`config.mk`:
```
export PLATFORM = sky130hd
export DESIGN_NAME = backoff_unit
export DESIGN_NICKNAME = d
export VERILOG_FILES = /design/src/rtl/bo_pkg.sv /design/src/rtl/bo_tracker.sv /design/src/rtl/bo_accum.sv /design/src/rtl/bo_delay_fsm.sv /design/src/rtl/backoff_unit.sv
export SDC_FILE = /design/constraint.sdc
export NUM_CORES = 1
export LEC_CHECK = 0
export BUFFER_PORTS_ARGS = -buffer_cell sky130_fd_sc_hd__buf_2
export CAP_MARGIN = 10
export CORE_AREA = 3 3 91 93
export DETAILED_ROUTE_END_ITERATION = 6
export DIE_AREA = 0 0 94 96
export PLACE_DENSITY_LB_ADDON = 0.15
export SLEW_MARGIN = 25
export SYNTH_ARGS = -nofsm -noshare
export SYNTH_HDL_FRONTEND = slang
export SYNTH_SLANG_ARGS = --single-unit
```
`constraint.sdc`:
```
create_clock -name clk -period 3 [get_ports clk]
set_input_delay 0.3 -clock clk [delete_from_list [all_inputs] [get_ports clk]]
set_output_delay 0.3 -clock clk [all_outputs]
set_load 0.01 [all_outputs]
```
`src/rtl/bo_pkg.sv`:
```
package bo_pkg;
    typedef enum logic [0:0] {
        BO_IDLE = 1'b0,
        BO_WAIT = 1'b1
    } bo_state_e;
endpackage

```
`src/rtl/bo_tracker.sv`:
```
// Contention tracker: remote counter, adaptive increment, idle timeout.
module bo_tracker #(
    parameter int INCR_W     = 8,
    parameter int PERIOD_W   = 6,
    parameter int IDLE_LIMIT = 1024
) (
    input  logic                clk,
    input  logic                rst_n,
    input  logic                remote_i,
    input  logic [INCR_W-1:0]   step_i,
    input  logic [PERIOD_W-1:0] period_i,
    output logic [INCR_W-1:0]   inc_o,
    output logic                wrap_o,
    output logic                idle_hit_o
);
    localparam int IDW = $clog2(IDLE_LIMIT + 1);
    localparam logic [IDW-1:0] IDLE_LAST = IDW'(IDLE_LIMIT - 1);

    logic [PERIOD_W-1:0] rcnt_q;
    logic [INCR_W-1:0]   inc_q;
    logic [IDW-1:0]      idle_q;
    logic [PERIOD_W:0]   rcnt_plus;
    logic [INCR_W:0]     inc_sum;
    logic [INCR_W-1:0]   inc_grown;

    always_comb begin
        rcnt_plus  = {1'b0, rcnt_q} + (PERIOD_W+1)'(1);
        // a period of zero wraps on every request, same as one
        wrap_o     = remote_i && (rcnt_plus >= {1'b0, period_i});
        inc_sum    = {1'b0, inc_q} + {1'b0, step_i};
        inc_grown  = inc_sum[INCR_W] ? {INCR_W{1'b1}} : inc_sum[INCR_W-1:0];
        idle_hit_o = !remote_i && (idle_q == IDLE_LAST);
        inc_o      = inc_q;
    end

    always_ff @(posedge clk) begin
        if (!rst_n) begin
            rcnt_q <= '0;
            inc_q  <= step_i;
            idle_q <= '0;
        end else if (remote_i) begin
            idle_q <= '0;
            if (wrap_o) begin
                rcnt_q <= '0;
                inc_q  <= inc_grown;
            end else begin
                rcnt_q <= rcnt_plus[PERIOD_W-1:0];
            end
        end else if (idle_hit_o) begin
            idle_q <= '0;
            rcnt_q <= '0;
            inc_q  <= step_i;
        end else begin
            idle_q <= idle_q + IDW'(1);
        end
    end
endmodule

```
`src/rtl/bo_accum.sv`:
```
// Backoff amount: saturating accumulation, cleared when a delay is taken.
module bo_accum #(
    parameter int BACKOFF_W = 12,
    parameter int INCR_W    = 8
) (
    input  logic                 clk,
    input  logic                 rst_n,
    input  logic                 remote_i,
    input  logic                 take_i,
    input  logic [INCR_W-1:0]    inc_i,
    output logic [BACKOFF_W-1:0] b_o
);
    logic [BACKOFF_W-1:0] b_q;
    logic [BACKOFF_W:0]   b_sum;
    logic [BACKOFF_W-1:0] b_sat;

    always_comb begin
        b_sum = {1'b0, b_q} + (BACKOFF_W+1)'(inc_i);
        b_sat = b_sum[BACKOFF_W] ? {BACKOFF_W{1'b1}} : b_sum[BACKOFF_W-1:0];
        b_o   = b_q;
    end

    always_ff @(posedge clk) begin
        if (!rst_n) begin
            b_q <= '0;
        end else if (take_i) begin
            b_q <= remote_i ? BACKOFF_W'(inc_i) : '0;
        end else if (remote_i) begin
            b_q <= b_sat;
        end
    end
endmodule

```
`src/rtl/bo_delay_fsm.sv`:
```
// Request controller: passes or delays local accesses.
module bo_delay_fsm
    import bo_pkg::*;
#(
    parameter int BACKOFF_W = 12
) (
    input  logic                 clk,
    input  logic                 rst_n,
    input  logic                 req_valid_i,
    input  logic                 req_sync_i,
    input  logic                 req_miss_i,
    input  logic [BACKOFF_W-1:0] b_i,
    output logic                 go_o,
    output logic                 take_o,
    output bo_state_e            state_o,
    output logic [BACKOFF_W-1:0] cnt_o
);
    bo_state_e            state_q, state_d;
    logic [BACKOFF_W-1:0] cnt_q;
    logic                 delayable;
    logic                 b_nz;
    logic                 cnt_zero;

    assign delayable = req_valid_i && req_sync_i && req_miss_i;
    assign b_nz      = (b_i != '0);
    assign cnt_zero  = (cnt_q == '0);

    always_ff @(posedge clk) begin
        if (!rst_n) state_q <= BO_IDLE;
        else        state_q <= state_d;
    end

    always_comb begin
        state_d = state_q;
        unique case (state_q)
            BO_IDLE: if (delayable && b_nz)         state_d = BO_WAIT;
            BO_WAIT: if (cnt_zero && req_valid_i)   state_d = BO_IDLE;
            default:                                state_d = BO_IDLE;
        endcase
    end

    always_comb begin
        go_o   = 1'b0;
        take_o = 1'b0;
        unique case (state_q)
            BO_IDLE: begin
                take_o = delayable && b_nz;
                go_o   = req_valid_i && !(delayable && b_nz);
            end
            BO_WAIT: go_o = req_valid_i && cnt_zero;
            default: go_o = 1'b0;
        endcase
    end

    always_ff @(posedge clk) begin
        if (!rst_n)                            cnt_q <= '0;
        else if (take_o)                       cnt_q <= b_i - BACKOFF_W'(1);
        else if (state_q == BO_WAIT && !cnt_zero) cnt_q <= cnt_q - BACKOFF_W'(1);
    end

    assign state_o = state_q;
    assign cnt_o   = cnt_q;
endmodule

```
`src/rtl/backoff_unit.sv`:
```
module backoff_unit
    import bo_pkg::*;
#(
    parameter int BACKOFF_W  = 12,
    parameter int INCR_W     = 8,
    parameter int PERIOD_W   = 6,
    parameter int IDLE_LIMIT = 1024
) (
    input  logic                clk,
    input  logic                rst_n,
    input  logic                remote_req_i,
    input  logic                req_valid_i,
    input  logic                req_sync_i,
    input  logic                req_miss_i,
    input  logic [INCR_W-1:0]   cfg_step_i,
    input  logic [PERIOD_W-1:0] cfg_period_i,
    output logic                req_go_o,
    output logic                stall_o
);
    logic [INCR_W-1:0]    inc_val;
    logic                 inc_wrap;
    logic                 idle_hit;
    logic [BACKOFF_W-1:0] b_val;
    logic                 take;
    bo_state_e            fsm_state;
    logic [BACKOFF_W-1:0] wait_cnt;

    bo_tracker #(
        .INCR_W(INCR_W), .PERIOD_W(PERIOD_W), .IDLE_LIMIT(IDLE_LIMIT)
    ) u_tracker (
        .clk(clk), .rst_n(rst_n), .remote_i(remote_req_i),
        .step_i(cfg_step_i), .period_i(cfg_period_i),
        .inc_o(inc_val), .wrap_o(inc_wrap), .idle_hit_o(idle_hit)
    );

    bo_accum #(
        .BACKOFF_W(BACKOFF_W), .INCR_W(INCR_W)
    ) u_accum (
        .clk(clk), .rst_n(rst_n), .remote_i(remote_req_i),
        .take_i(take), .inc_i(inc_val), .b_o(b_val)
    );

    bo_delay_fsm #(
        .BACKOFF_W(BACKOFF_W)
    ) u_fsm (
        .clk(clk), .rst_n(rst_n), .req_valid_i(req_valid_i),
        .req_sync_i(req_sync_i), .req_miss_i(req_miss_i), .b_i(b_val),
        .go_o(req_go_o), .take_o(take), .state_o(fsm_state), .cnt_o(wait_cnt)
    );

    assign stall_o = req_valid_i && !req_go_o;
endmodule

```
Word-level counts from Yosys, hierarchy flattened
Cells that the tools add are included.
{"block": "word_totals", "reg_bits": 50, "output_inout_bits": 2, "wordCells": 57}
{"block": "classes", "addsub": 6, "order_cmp": 1, "n_eq_ne": 3, "muxes": 19, "bitwise_logic": 2, "reduce_logical": 20}
{"operator": "12-bit 2-to-1 mux", "count": 5}
{"operator": "8-bit 2-to-1 mux", "count": 6}
{"operator": "12-bit by 1-bit subtractor with 12-bit output, second input constant", "count": 2}
{"operator": "6-bit 2-to-1 mux", "count": 3}
{"operator": "12-bit by 8-bit adder with 13-bit output", "count": 1}
{"operator": "12-bit zero test", "count": 1}
{"operator": "12-bit nonzero test", "count": 1}
{"operator": "11-bit by 1-bit adder with 11-bit output, second input constant", "count": 1}
{"operator": "11-bit by 10-bit == test with 1-bit output, second input constant", "count": 1}
{"operator": "8-bit by 8-bit adder with 9-bit output", "count": 1}
{"operator": "1-bit logical AND", "count": 9}
{"operator": "6-bit by 1-bit adder with 7-bit output, second input constant", "count": 1}
{"operator": "7-bit by 6-bit greater-or-equal comparator with 1-bit output", "count": 1}
{"operator": "2-bit nonzero test", "count": 3}
{"operator": "1-bit zero test", "count": 4}
{"operator": "1-bit case mux with 2 select lines", "count": 2}
{"operator": "1-bit 2-to-1 mux", "count": 3}
{"operator": "3-bit by 1-bit != test with 1-bit output, second input constant", "count": 1}
{"operator": "3-bit by 2-bit != test with 1-bit output, second input constant", "count": 1}
{"operator": "3-bit OR reduction", "count": 1}
{"operator": "1-bit inverter", "count": 2}
{"operator": "2-bit AND reduction", "count": 1}

Longest topological paths before layout
Gate-level depths: netlist (run 1).
{"block": "depth", "ltp_word": 8, "ltp_mapped": 12, "ltp_nobuf": 9}

Hierarchy
From an unflattened synthesis (run 1), not the netlist that was laid out.
{"block": "unflattened", "cells_unflattened": 423, "hier_area_um2": 3696.0}
{"mod": "bo_tracker", "instances": 1, "cells_each": 163, "area_per_inst_um2": 1559.0, "seq_area_each_um2": 580.6}
{"mod": "bo_delay_fsm", "instances": 1, "cells_each": 131, "area_per_inst_um2": 1081.0, "seq_area_each_um2": 260.2}
{"mod": "bo_accum", "instances": 1, "cells_each": 128, "area_per_inst_um2": 1042.2, "seq_area_each_um2": 240.2}
{"mod": "backoff_unit", "instances": 1, "cells_each": 1, "area_per_inst_um2": 13.8, "seq_area_each_um2": 0.0}

Worst setup path before layout (run 1)
No wires, ideal clock.
{"block": "synth_path", "path_kind": "register to register", "start": "register u_accum.b_q[5], in the netlist u_accum.b_o[5]", "end": "register u_fsm.cnt_q[10], in the netlist u_fsm.cnt_o[10]", "setup_ns": 0.136, "arrival_time_ns": 2.870, "t_required_ns": 2.864, "path_slack_ns": -0.006, "path_stages_with_launch": 13, "synth_period_minus_slack_ns": 3.006, "cell_sequence": "dfxtp_1 -> clkbuf_1 -> or4_4 -> o41ai_4 -> buf_4 -> buf_2 -> nor2_1 -> a21oi_1 -> ha_1 -> o21ai_1 -> or2_2 -> o311ai_0 -> a31oi_1"}
{"block": "synth_via", "elab_chain_cells": 4, "word_cells_on_any_way": 6, "classes_between": "1 x add/sub; 2 x mux; 3 x reduce/logical"}
{"element": "from (decl)", "line": "bo_accum.sv:13", "text": "logic [BACKOFF_W-1:0] b_q;"}
{"element": "from (signal assigned)", "line": "bo_accum.sv:27", "text": "b_q <= remote_i ? BACKOFF_W'(inc_i) : '0;"}
{"element": "from (signal assigned)", "line": "bo_accum.sv:29", "text": "b_q <= b_sat;"}
{"element": "parallel branches: the longest is 4 deep, another holds 12-bit by 1-bit subtractor with 12-bit output"}
{"element": "to (signal assigned)", "line": "bo_delay_fsm.sv:57", "text": "else if (take_o) cnt_q <= b_i - BACKOFF_W'(1);"}
{"element": "to (signal assigned)", "line": "bo_delay_fsm.sv:58", "text": "else if (state_q == BO_WAIT && !cnt_zero) cnt_q <= cnt_q - BACKOFF_W'(1);"}
{"element": "to (decl)", "line": "bo_delay_fsm.sv:19", "text": "logic [BACKOFF_W-1:0] cnt_q;"}
Several ways; the timed one is not identified.
A chain may end at the register's enable or synchronous reset.

Final worst setup path (run 1)
Same ends and word-level chain as after synthesis.

==> impl_metrics.yaml, run 1 <==
outcome:
  status: "complete, no violations"
cells_and_area:
  fill_cells: 736
  design_area_mm2: 0.00393
  n_antenna_cell: 0
  instances_no_fill: 562
  regArea_mm2: 0.00108
  multi_input_area_mm2: 0.00225
  drive_above_1_share_pct: 14.1
  area_growth_pct: 12.3
  fin_nets: 506
synthesis:
  synth_edf_count: 8
  synth_nets: 474
  syn_area_per_cell_um2: 8.20
  synth.distinct_cells: 70
  yosysWarnings: 0
  synth-async-reset-ratio_pct: 0
  yosysSeqAreaShare_pct: 30.9
  synth-seq-cells: 50
  synth_flop_cell: "dfxtp_1"
  synth_area_mm2: 0.00350
  synth_cells: 427
routing:
  vias_per_cell: 5.76
  drc_errors: 0
  dr.pass1.iters: 5
  via_count: 3236
  wl_per_cell_um: 14.8
  drtIter0Drc: 170
  wirelength_mm: 8.32
  final_antenna_net_count: 0
worst_setup_path:
  worst_ep_arrival_time_ns: 3.00
  r2r_cells: 8
  reg2reg_to: "u_fsm.cnt_o[10]$_SDFFE_PN0P_"
  r2r_start: "u_accum.b_o[5]$_SDFFE_PN0P_"
  criticalPathCategory: "reg2reg"
  ff2ff_setup_slack_ns: 0.19
  startpoint_type: "register"
  worstPathMaxFanout: 8
  crit_required_ns: 3.19
  cp-end-kind: "register"
cts:
  clockBufferDepth: 2
  clk_pin_slew_ns: 0.10
  cts_tree: "built"
  cts_buffers: 5
  holdBufCountCts: 0
  ctsRootBufferMaster: "clkbuf_8"
  htreeDepth: 2
  clock_latency_ns: 0.30
  cts_sinks: 50
sta:
  period_share_pct: 93.7
  slew_violations: 0
  hold_viol: 0
  skew_ns: 0.0136
  setup_viol: 0
  whs_ns: 0.320
  fmax_mhz: 356
  slew_headroom_pct: 53.8
  tns_ns: 0
  rsz0062_at_grt: "no"
  tightest_slew_ns: 0.687
  period_needed_ns: 2.81
floorplanning:
  rows: 32
  die_w_um: 94
  chipHeight_um: 96
  start_util_pct: 46.0
  die-area_mm2: 0.00902
  ios: 22
  core-area_mm2: 0.00761
place:
  io_buffers: 21
  routabilityCongestion: 0.843
  dp_hpwl_mm: 6.40
  place_inst: 554
  placed_area_mm2: 0.00382
hold_path:
  hold_path_class: "in2reg"
  holdPathStages: 4
  min_from: "req_valid_i"
  holdPathEnd: "u_fsm.state_o$_SDFF_PN0_"
global_route:
  grt_usage_pct: 19.0
  grt_max_degree: 19
  grt_remaining_overflow: 0
  grt_pass1_vias: 3048
  grt_pass1_wl_mm: 13.9
  antenna_found_initial: 0
power:
  p_total_mw: 2.18
  ir_drop_mv: 0.231
  p_leak_nw: 1.58
  power_density_mw_per_mm2: 556
job:
  drv_cap: 0
-- cells in the mapped netlist (3+ instances only) --
library cell | instances | area, um^2
mux2i_1 | 5 | 50.1
edfxtp_1 | 8 | 240
o21bai_1 | 5 | 37.5
inv_1 | 24 | 90.1
nor4_1 | 7 | 43.8
nand3_1 | 17 | 85.1
a211oi_1 | 5 | 37.5
or3_1 | 3 | 18.8
clkbuf_1 | 14 | 52.6
and2_1 | 3 | 18.8
o211ai_1 | 4 | 30.0
dfxtp_1 | 42 | 841
a21o_1 | 7 | 52.6
nor3_1 | 17 | 85.1
nand4_1 | 4 | 25.0
o22ai_1 | 8 | 50.1
a22o_1 | 5 | 43.8
xor2_1 | 8 | 70.1
nand2_1 | 37 | 139
a21oi_1 | 30 | 150
nand2b_1 | 3 | 18.8
xnor2_1 | 16 | 140
nor2_1 | 44 | 165
o21ai_0 | 21 | 105
a31oi_1 | 7 | 43.8
ha_1 | 25 | 313
-- per-stage QoR --
step | setup WS (ns) | util [%]
4_1_cts | 0.135 | 51.6
5_1_grt | 0.0358 | 51.7
6_report | 0.188 | 51.7
3_5_place_dp | 0.140 | 50.2
3_3_place_gp | 0.206 | 50.2
2_1_floorplan | 0.0448 | -
-- layout by cell type (no fill, tap or decap), types with 8 or more instances in the layout --
cell,Yosys,final
a21oi_1,30,30
buf_2,2,21
buf_4,1,22
dfxtp_1,42,41
edfxtp_1,8,8
ha_1,25,24
inv_1,24,24
nand2_1,37,37
nand3_1,17,17
nor2_1,44,44
nor3_1,17,17
o21ai_0,21,21
o22ai_1,8,8
xnor2_1,16,16
xor2_1,8,8
-- logic make-up after synthesis --
kind of cell	share of synthesized area, %
AOI/OAI and AO/OA	24.8
DFF	30.9
muxes	1.75
xor gates and xnor gates	6.00
adders and majority gates	10.1
buffers and inverters	4.90
and+or+nand+nor	21.6
-- metal layers --
metal	wire length (um)	global-route usage, %	vias up
met5	0	0	-
met4	123	5.54	0
met3	310	2.66	9
met2	3870	32.5	70
met1	4010	25.1	1512
li1	-	-	1645
-- state kept, by name, summed over array words and instances (netlist names) --
| register | flops |
|---|---|
| u_tracker.rcnt_q | 6 |
| u_tracker.idle_q | 11 |
| u_accum.b_o | 12 |
| u_fsm.state_o | 1 |
| u_tracker.inc_o | 8 |
| u_fsm.cnt_o | 12 |
-- final cells by class --
type                            instances  area share [%]
Clock buffer                            6            1.85
Clock inverter                          2           0.859
Inverter                               24            2.29
Multi-Input combinational cell        335            57.4
Sequential cell                        50            27.5
Tap cell                              102            3.25
Timing Repair Buffer                   43            6.87
-- power by group --
| part | switching, mW | internal, mW | total [mW] |
|---|---|---|---|
| clock network | 0.226 | 0.247 | 0.473 |
| logic | 0.524 | 0.374 | 0.898 |
| registers | 0.0637 | 0.749 | 0.813 |
-- timing repair --
| action | in CTS | in global routing |
|---|---|---|
| gates resized for setup | 0 | 3 |
| endpoints found under the setup margin | 0 | 1 |
| endpoints found under the hold margin | 0 | 0 |
| buffers inserted | 0 | 0 |
-- worst max-delay path: stages, from the launching register on --
cell,delay (ns)
dfxtp_1,0.33
or4_4,0.58
o41ai_4,0.45
mux2i_1,0.29
ha_2,0.23
o21ai_2,0.12
or2_2,0.31
o311ai_1,0.28
a31oi_1,0.11
-- worst max-delay path by stage --
| stage | start | endpoint | slack, ns | cells past startpoint |
|---|---|---|---|---|
| after floorplan | u_accum.b_o[5]$_SDFFE_PN0P_ | u_fsm.cnt_o[10]$_SDFFE_PN0P_ | 0.04 | 12 |
| after global placement | u_accum.b_o[0]$_SDFFE_PN0P_ | u_fsm.cnt_o[10]$_SDFFE_PN0P_ | 0.21 | 8 |
| after detailed placement | u_accum.b_o[0]$_SDFFE_PN0P_ | u_fsm.cnt_o[10]$_SDFFE_PN0P_ | 0.14 | 8 |
| after CTS | u_accum.b_o[0]$_SDFFE_PN0P_ | u_fsm.cnt_o[10]$_SDFFE_PN0P_ | 0.13 | 8 |
| after global routing | u_accum.b_o[5]$_SDFFE_PN0P_ | u_fsm.cnt_o[10]$_SDFFE_PN0P_ | 0.04 | 8 |
| final | u_accum.b_o[5]$_SDFFE_PN0P_ | u_fsm.cnt_o[10]$_SDFFE_PN0P_ | 0.19 | 8 |
Power figures use the tool's default switching activity.
==> run 2: changes to the inputs <==
--- a/config.mk
+++ b/config.mk
@@ -7,9 +7,11 @@
 export LEC_CHECK = 0
 export BUFFER_PORTS_ARGS = -buffer_cell sky130_fd_sc_hd__buf_2
 export CAP_MARGIN = 10
-export CORE_AREA = 3 3 91 93
+export CELL_PAD_IN_SITES_DETAIL_PLACEMENT = 2
+export CELL_PAD_IN_SITES_GLOBAL_PLACEMENT = 2
+export CORE_AREA = 3 3 106 108
 export DETAILED_ROUTE_END_ITERATION = 6
-export DIE_AREA = 0 0 94 96
+export DIE_AREA = 0 0 109 111
 export PLACE_DENSITY_LB_ADDON = 0.15
 export SLEW_MARGIN = 25
 export SYNTH_ARGS = -nofsm -noshare
==> run 2 against run 1 <==
  * Register-to-register slack got worse by 0.04 ns
  * Global-route usage rose by 1.1 points
  * Non-clock buffer count rose by 7
  * Power rose by 7.1%
  * Die area rose by 34%
  * Combinational power rose by 12%
  * Final area rose by 2.9%
  * Clock power rose by 10%
  * Setup slack got worse by 0.040 ns
  * Cell count rose by 7.3%
==> impl_metrics.yaml, run 2 (same netlist as run 1, synthesis figures left out) <==
outcome:
  status: "complete, no violations"
cells_and_area:
  drive_above_1_share_pct: 15.8
  fin_nets: 513
  n_antenna_cell: 0
  area_growth_pct: 15.6
  final_common_cell: "nor2_1"
  layout_common_cells: "44 x nor2_1, 42 x dfxtp_1, 37 x nand2_1"
  fin_util_pct: 39.2
  fill_cells: 1196
routing:
  vias_per_cell: 5.67
  drc_errors: 0
  dr.pass1.iters: 4
  final_antenna_net_count: 0
  wirelength_mm: 11.6
  wl_per_cell_um: 19.2
  via_count: 3417
  drtIter0Drc: 183
worst_setup_path:
  worst_ep_arrival_time_ns: 3.05
  ff2ff_setup_slack_ns: 0.15
  r2r_cells: 9
  worstPathCellList: "or4_4, o41ai_4, mux2i_1, ha_2, o21ai_2, buf_4, nor4_1, xnor2_1, o22ai_1"
  critPathMaxStageDelay_ns: 0.56
  startpoint_type: "register"
  worstPathMaxFanout: 7
  crit_required_ns: 3.20
  crit_path_top_delay_cell: "or4_4"
  criticalPathCategory: "reg2reg"
  cp-end-kind: "register"
power:
  p_total_mw: 2.34
  ir_drop_mv: 0.199
  p_leak_nw: 1.63
  power_density_mw_per_mm2: 578
sta:
  fmax_mhz: 351
  whs_ns: 0.327
  slew_violations: 0
  hold_viol: 0
  period_share_pct: 95.0
  period_needed_ns: 2.85
  slew_headroom_pct: 52.5
  skew_ns: 0.00935
  setup_viol: 0
  tns_ns: 0
  tightest_slew_ns: 0.710
  layout_setup_ws_ns: 0.149
cts:
  cts_tree: "built"
  holdBufCountCts: 0
  htreeDepth: 2
  cts_sinks: 50
  clock_latency_ns: 0.31
  ctsRootBufferMaster: "clkbuf_8"
  clockBufferDepth: 2
  clk_pin_slew_ns: 0.10
  cts_buffers: 5
floorplanning:
  core-area_mm2: 0.0103
  die-area_mm2: 0.0121
  chipHeight_um: 111
  rows: 37
  die_w_um: 109
  ios: 22
  start_util_pct: 33.9
global_route:
  grt_usage_pct: 20.1
  grt_pass1_vias: 3710
  grt_max_degree: 19
  antenna_found_initial: 0
  grt_remaining_overflow: 0
  grt_pass1_wl_mm: 19.3
job:
  drv_cap: 0
place:
  routabilityCongestion: 0.894
  io_buffers: 21
  dp_slack_ns: 0.183
  dp_hpwl_mm: 9.02
hold_path:
  hold_path_class: "in2reg"
  holdPathStages: 4
-- run 2: cell types whose count changed in the layout (fill, tap and decap cells not counted), sizes merged --
cell    change
clkbuf      +1
clkinv      -1
buf         +7
-- run 2: routing by layer --
metal | track usage [%] | vias to the layer above | share of wire (%)
li1 | - | 1661 | -
met1 | 25.8 | 1710 | 46
met2 | 35.4 | 36 | 51
met3 | 2.39 | 10 | 1.9
met4 | 4.46 | 0 | 1.3
met5 | 0 | - | 0
-- run 2: what timing repair did --
action / CTS / global route
setup buffers: 0 / 1
resized for setup: 0 / 5
setup endpoints to repair: 0 / 4
-- run 2: cell type report --
| type | instances | area (um^2) | share of cell area [%] |
|---|---|---|---|
| clock buffers | 7 | 86.3 | 2.13 |
| clock inverters | 1 | 30.0 | 0.742 |
| inverters | 24 | 90.1 | 2.23 |
| multi-input cells | 335 | 2260 | 55.9 |
| flip-flops and latches | 50 | 1080 | 26.7 |
| well taps | 136 | 170 | 4.21 |
| repair buffers | 50 | 327 | 8.07 |
-- run 2: worst max-delay path, delay by kind of cell (launching register included) --
| kind | cells | cell delay (ns) |
|---|---|---|
| AND/OR/NAND/NOR | 2 | 0.82 |
| AO/OA/AOI/OAI | 3 | 0.64 |
| flip-flops | 1 | 0.39 |
| multiplexers | 1 | 0.31 |
| adder cells (fa/ha/maj) | 1 | 0.25 |
| buffers and inverters | 1 | 0.17 |
| XOR/XNOR | 1 | 0.17 |
-- run 2: stage by stage --
stage,cell area (um^2),cells
global placement,3910,594
floorplan,3500,427
detailed placement,3910,594
CTS,4030,602
global route,4050,603
finish,4050,603
-- run 2: path summary, 6_finish.rpt --
check,from,to
worst max-delay path,u_accum.b_o[7]$_SDFFE_PN0P_,u_fsm.cnt_o[6]$_SDFFE_PN0P_
worst max register to register,u_accum.b_o[7]$_SDFFE_PN0P_,u_fsm.cnt_o[6]$_SDFFE_PN0P_
worst min register to register,u_tracker.idle_q[10]$_SDFF_PP0_,u_tracker.idle_q[10]$_SDFF_PP0_
worst min-delay path,req_valid_i,u_fsm.state_o$_SDFF_PN0_
-- run 2: power breakdown --
| group | switching, mW | total (mW) | leakage, nW | internal, mW |
|---|---|---|---|---|
| clock | 0.249 | 0.522 | 0.0585 | 0.273 |
| sequential | 0.0580 | 0.807 | 0.419 | 0.749 |
| combinational | 0.607 | 1.01 | 1.15 | 0.402 |
| total | 0.915 | 2.34 | 1.63 | 1.42 |
==> run 3: changes to the inputs <==
--- a/config.mk
+++ b/config.mk
@@ -9,9 +9,10 @@
 export CAP_MARGIN = 10
 export CELL_PAD_IN_SITES_DETAIL_PLACEMENT = 2
 export CELL_PAD_IN_SITES_GLOBAL_PLACEMENT = 2
-export CORE_AREA = 3 3 106 108
+export CORE_AREA = 3 3 98 100
 export DETAILED_ROUTE_END_ITERATION = 6
-export DIE_AREA = 0 0 109 111
+export DIE_AREA = 0 0 101 103
+export HOLD_SLACK_MARGIN = 0.05
 export PLACE_DENSITY_LB_ADDON = 0.15
 export SLEW_MARGIN = 25
 export SYNTH_ARGS = -nofsm -noshare
==> constraint.sdc (replaced) <==
create_clock -name clk -period 3.3 [get_ports clk]
set_input_delay 0.33 -clock clk [delete_from_list [all_inputs] [get_ports clk]]
set_output_delay 0.33 -clock clk [all_outputs]
set_load 0.01 [all_outputs]
==> run 3 against run 2 <==
  * Routed wire length down 1.2%
  * Critical path depth down 1
  * Final area down 3.1%
  * Clock-buffer cell count down 1
  * Sequential share of layout area up 0.86 points
  * Clock power down 11%
==> impl_metrics.yaml, run 3 (same netlist as run 1, synthesis figures left out) <==
cells_and_area:
  final_common_cell: "nor2_1"
  layout_common_cells: "44 x nor2_1, 42 x dfxtp_1, 37 x nand2_1"
  fin_nets: 504
  instances_no_fill: 566
  fin_util_pct: 44.7
  drive_above_1_share_pct: 13.3
  area_growth_pct: 12.0
  n_antenna_cell: 0
sta:
  fmax_mhz: 338
  rsz0062_at_grt: "no"
  tightest_slew_ns: 0.714
  tns_ns: 0
  skew_ns: 0.0100
  setup_viol: 0
  hold_viol: 0
  period_needed_ns: 2.96
  slew_headroom_pct: 52.0
  whs_ns: 0.339
  period_share_pct: 89.6
  slew_violations: 0
worst_setup_path:
  worstPathMaxFanout: 9
  crit_required_ns: 3.50
  worst_ep_arrival_time_ns: 3.16
  startpoint_type: "register"
  critPathMaxStageDelay_ns: 0.62
  worstPathCellList: "or4_4, o41ai_4, mux2i_1, ha_1, o21ai_1, or2_2, o311ai_0, a31oi_1"
  criticalPathCategory: "reg2reg"
  crit_path_top_delay_cell: "or4_4"
  cp-end-kind: "register"
cts:
  clk_pin_slew_ns: 0.10
  holdBufCountCts: 0
  ctsRootBufferMaster: "clkbuf_8"
  post_cts_resized: 0
  cts_sinks: 50
  cts_buffers: 5
  post_cts_buffers: 0
  clock_latency_ns: 0.32
  cts_tree: "built"
  clockBufferDepth: 2
  htreeDepth: 2
outcome:
  status: "complete, no violations"
routing:
  final_antenna_net_count: 0
  dr.pass1.iters: 6
  drc_errors: 0
  drtIter0Drc: 100
  wirelength_mm: 11.4
  via_count: 3387
  vias_per_cell: 5.98
  wl_per_cell_um: 20.2
hold_path:
  hold_path_class: "in2reg"
global_route:
  antenna_found_initial: 0
  grt_max_degree: 22
  grt_remaining_overflow: 0
  grt_pass1_vias: 3684
  grt_usage_pct: 23.3
  grt_pass1_wl_mm: 19.1
power:
  p_leak_nw: 1.57
  power_density_mw_per_mm2: 526
  ir_drop_mv: 0.176
floorplanning:
  start_util_pct: 39.9
  die_w_um: 101
  ios: 22
  die-area_mm2: 0.0104
  rows: 34
  core-area_mm2: 0.00876
  chipHeight_um: 103
job:
  drv_cap: 0
place:
  dp_hpwl_mm: 8.66
  io_buffers: 21
  place_inst: 558
  routabilityCongestion: 0.838
run 3: cell count changes in the layout (fill, tap and decap cells not counted), sizes merged:
| cell | before | now |
|---|---|---|
| buf | 50 | 41 |
| clkbuf | 7 | 6 |
| clkinvlp | 0 | 1 |
run 3: final cells by class:
cell class                      instances  area (um^2)
Tap cell                              108          135
Sequential cell                        50         1080
Clock inverter                          2         37.5
Multi-Input combinational cell        335         2250
Clock buffer                            6         72.6
Timing Repair Buffer                   41          255
Inverter                               24         90.1
Fill cell                            1006         4840
run 3: critical path, delay by kind of cell, from the launching register on:
| family | cells | cell delay (ns) |
|---|---|---|
| adder cells (fa/ha/maj) | 1 | 0.23 |
| multiplexers | 1 | 0.31 |
| AND/OR/NAND/NOR | 2 | 0.92 |
| flip-flops | 1 | 0.42 |
| AO/OA/AOI/OAI | 4 | 0.95 |
run 3: final timing paths:
path         depth (start not counted)  slack [ns]                           end                        start
min                                  4        0.34      u_fsm.state_o$_SDFF_PN0_                  req_valid_i
max reg2reg                          8        0.34  u_fsm.cnt_o[10]$_SDFFE_PN0P_  u_accum.b_o[5]$_SDFFE_PN0P_
min reg2reg                          2        0.50   u_fsm.cnt_o[0]$_SDFFE_PN0P_  u_fsm.cnt_o[0]$_SDFFE_PN0P_
max                                  8        0.34  u_fsm.cnt_o[10]$_SDFFE_PN0P_  u_accum.b_o[5]$_SDFFE_PN0P_
run 3: power by group:
group          internal [mW]  switching [mW]
logic                  0.337           0.511
clock network          0.227           0.237
registers              0.681          0.0714
run 3: metrics by stage:
step	power (mW)	cell area (um^2)	setup slack (ns)
after floorplan	1.35	3500	0.294
after global placement	1.56	3810	0.561
after detailed placement	1.60	3810	0.373
after CTS	2.07	3920	0.362
after global routing	2.22	3920	0.158
final	2.06	3920	0.342
run 3: layer usage:
metal / global-route usage [%] / share of wire [%]
met1: 29.1 / 45
met2: 42.6 / 52
met3: 2.84 / 2.8
met4: 5.52 / 0.78
met5: 0 / 0
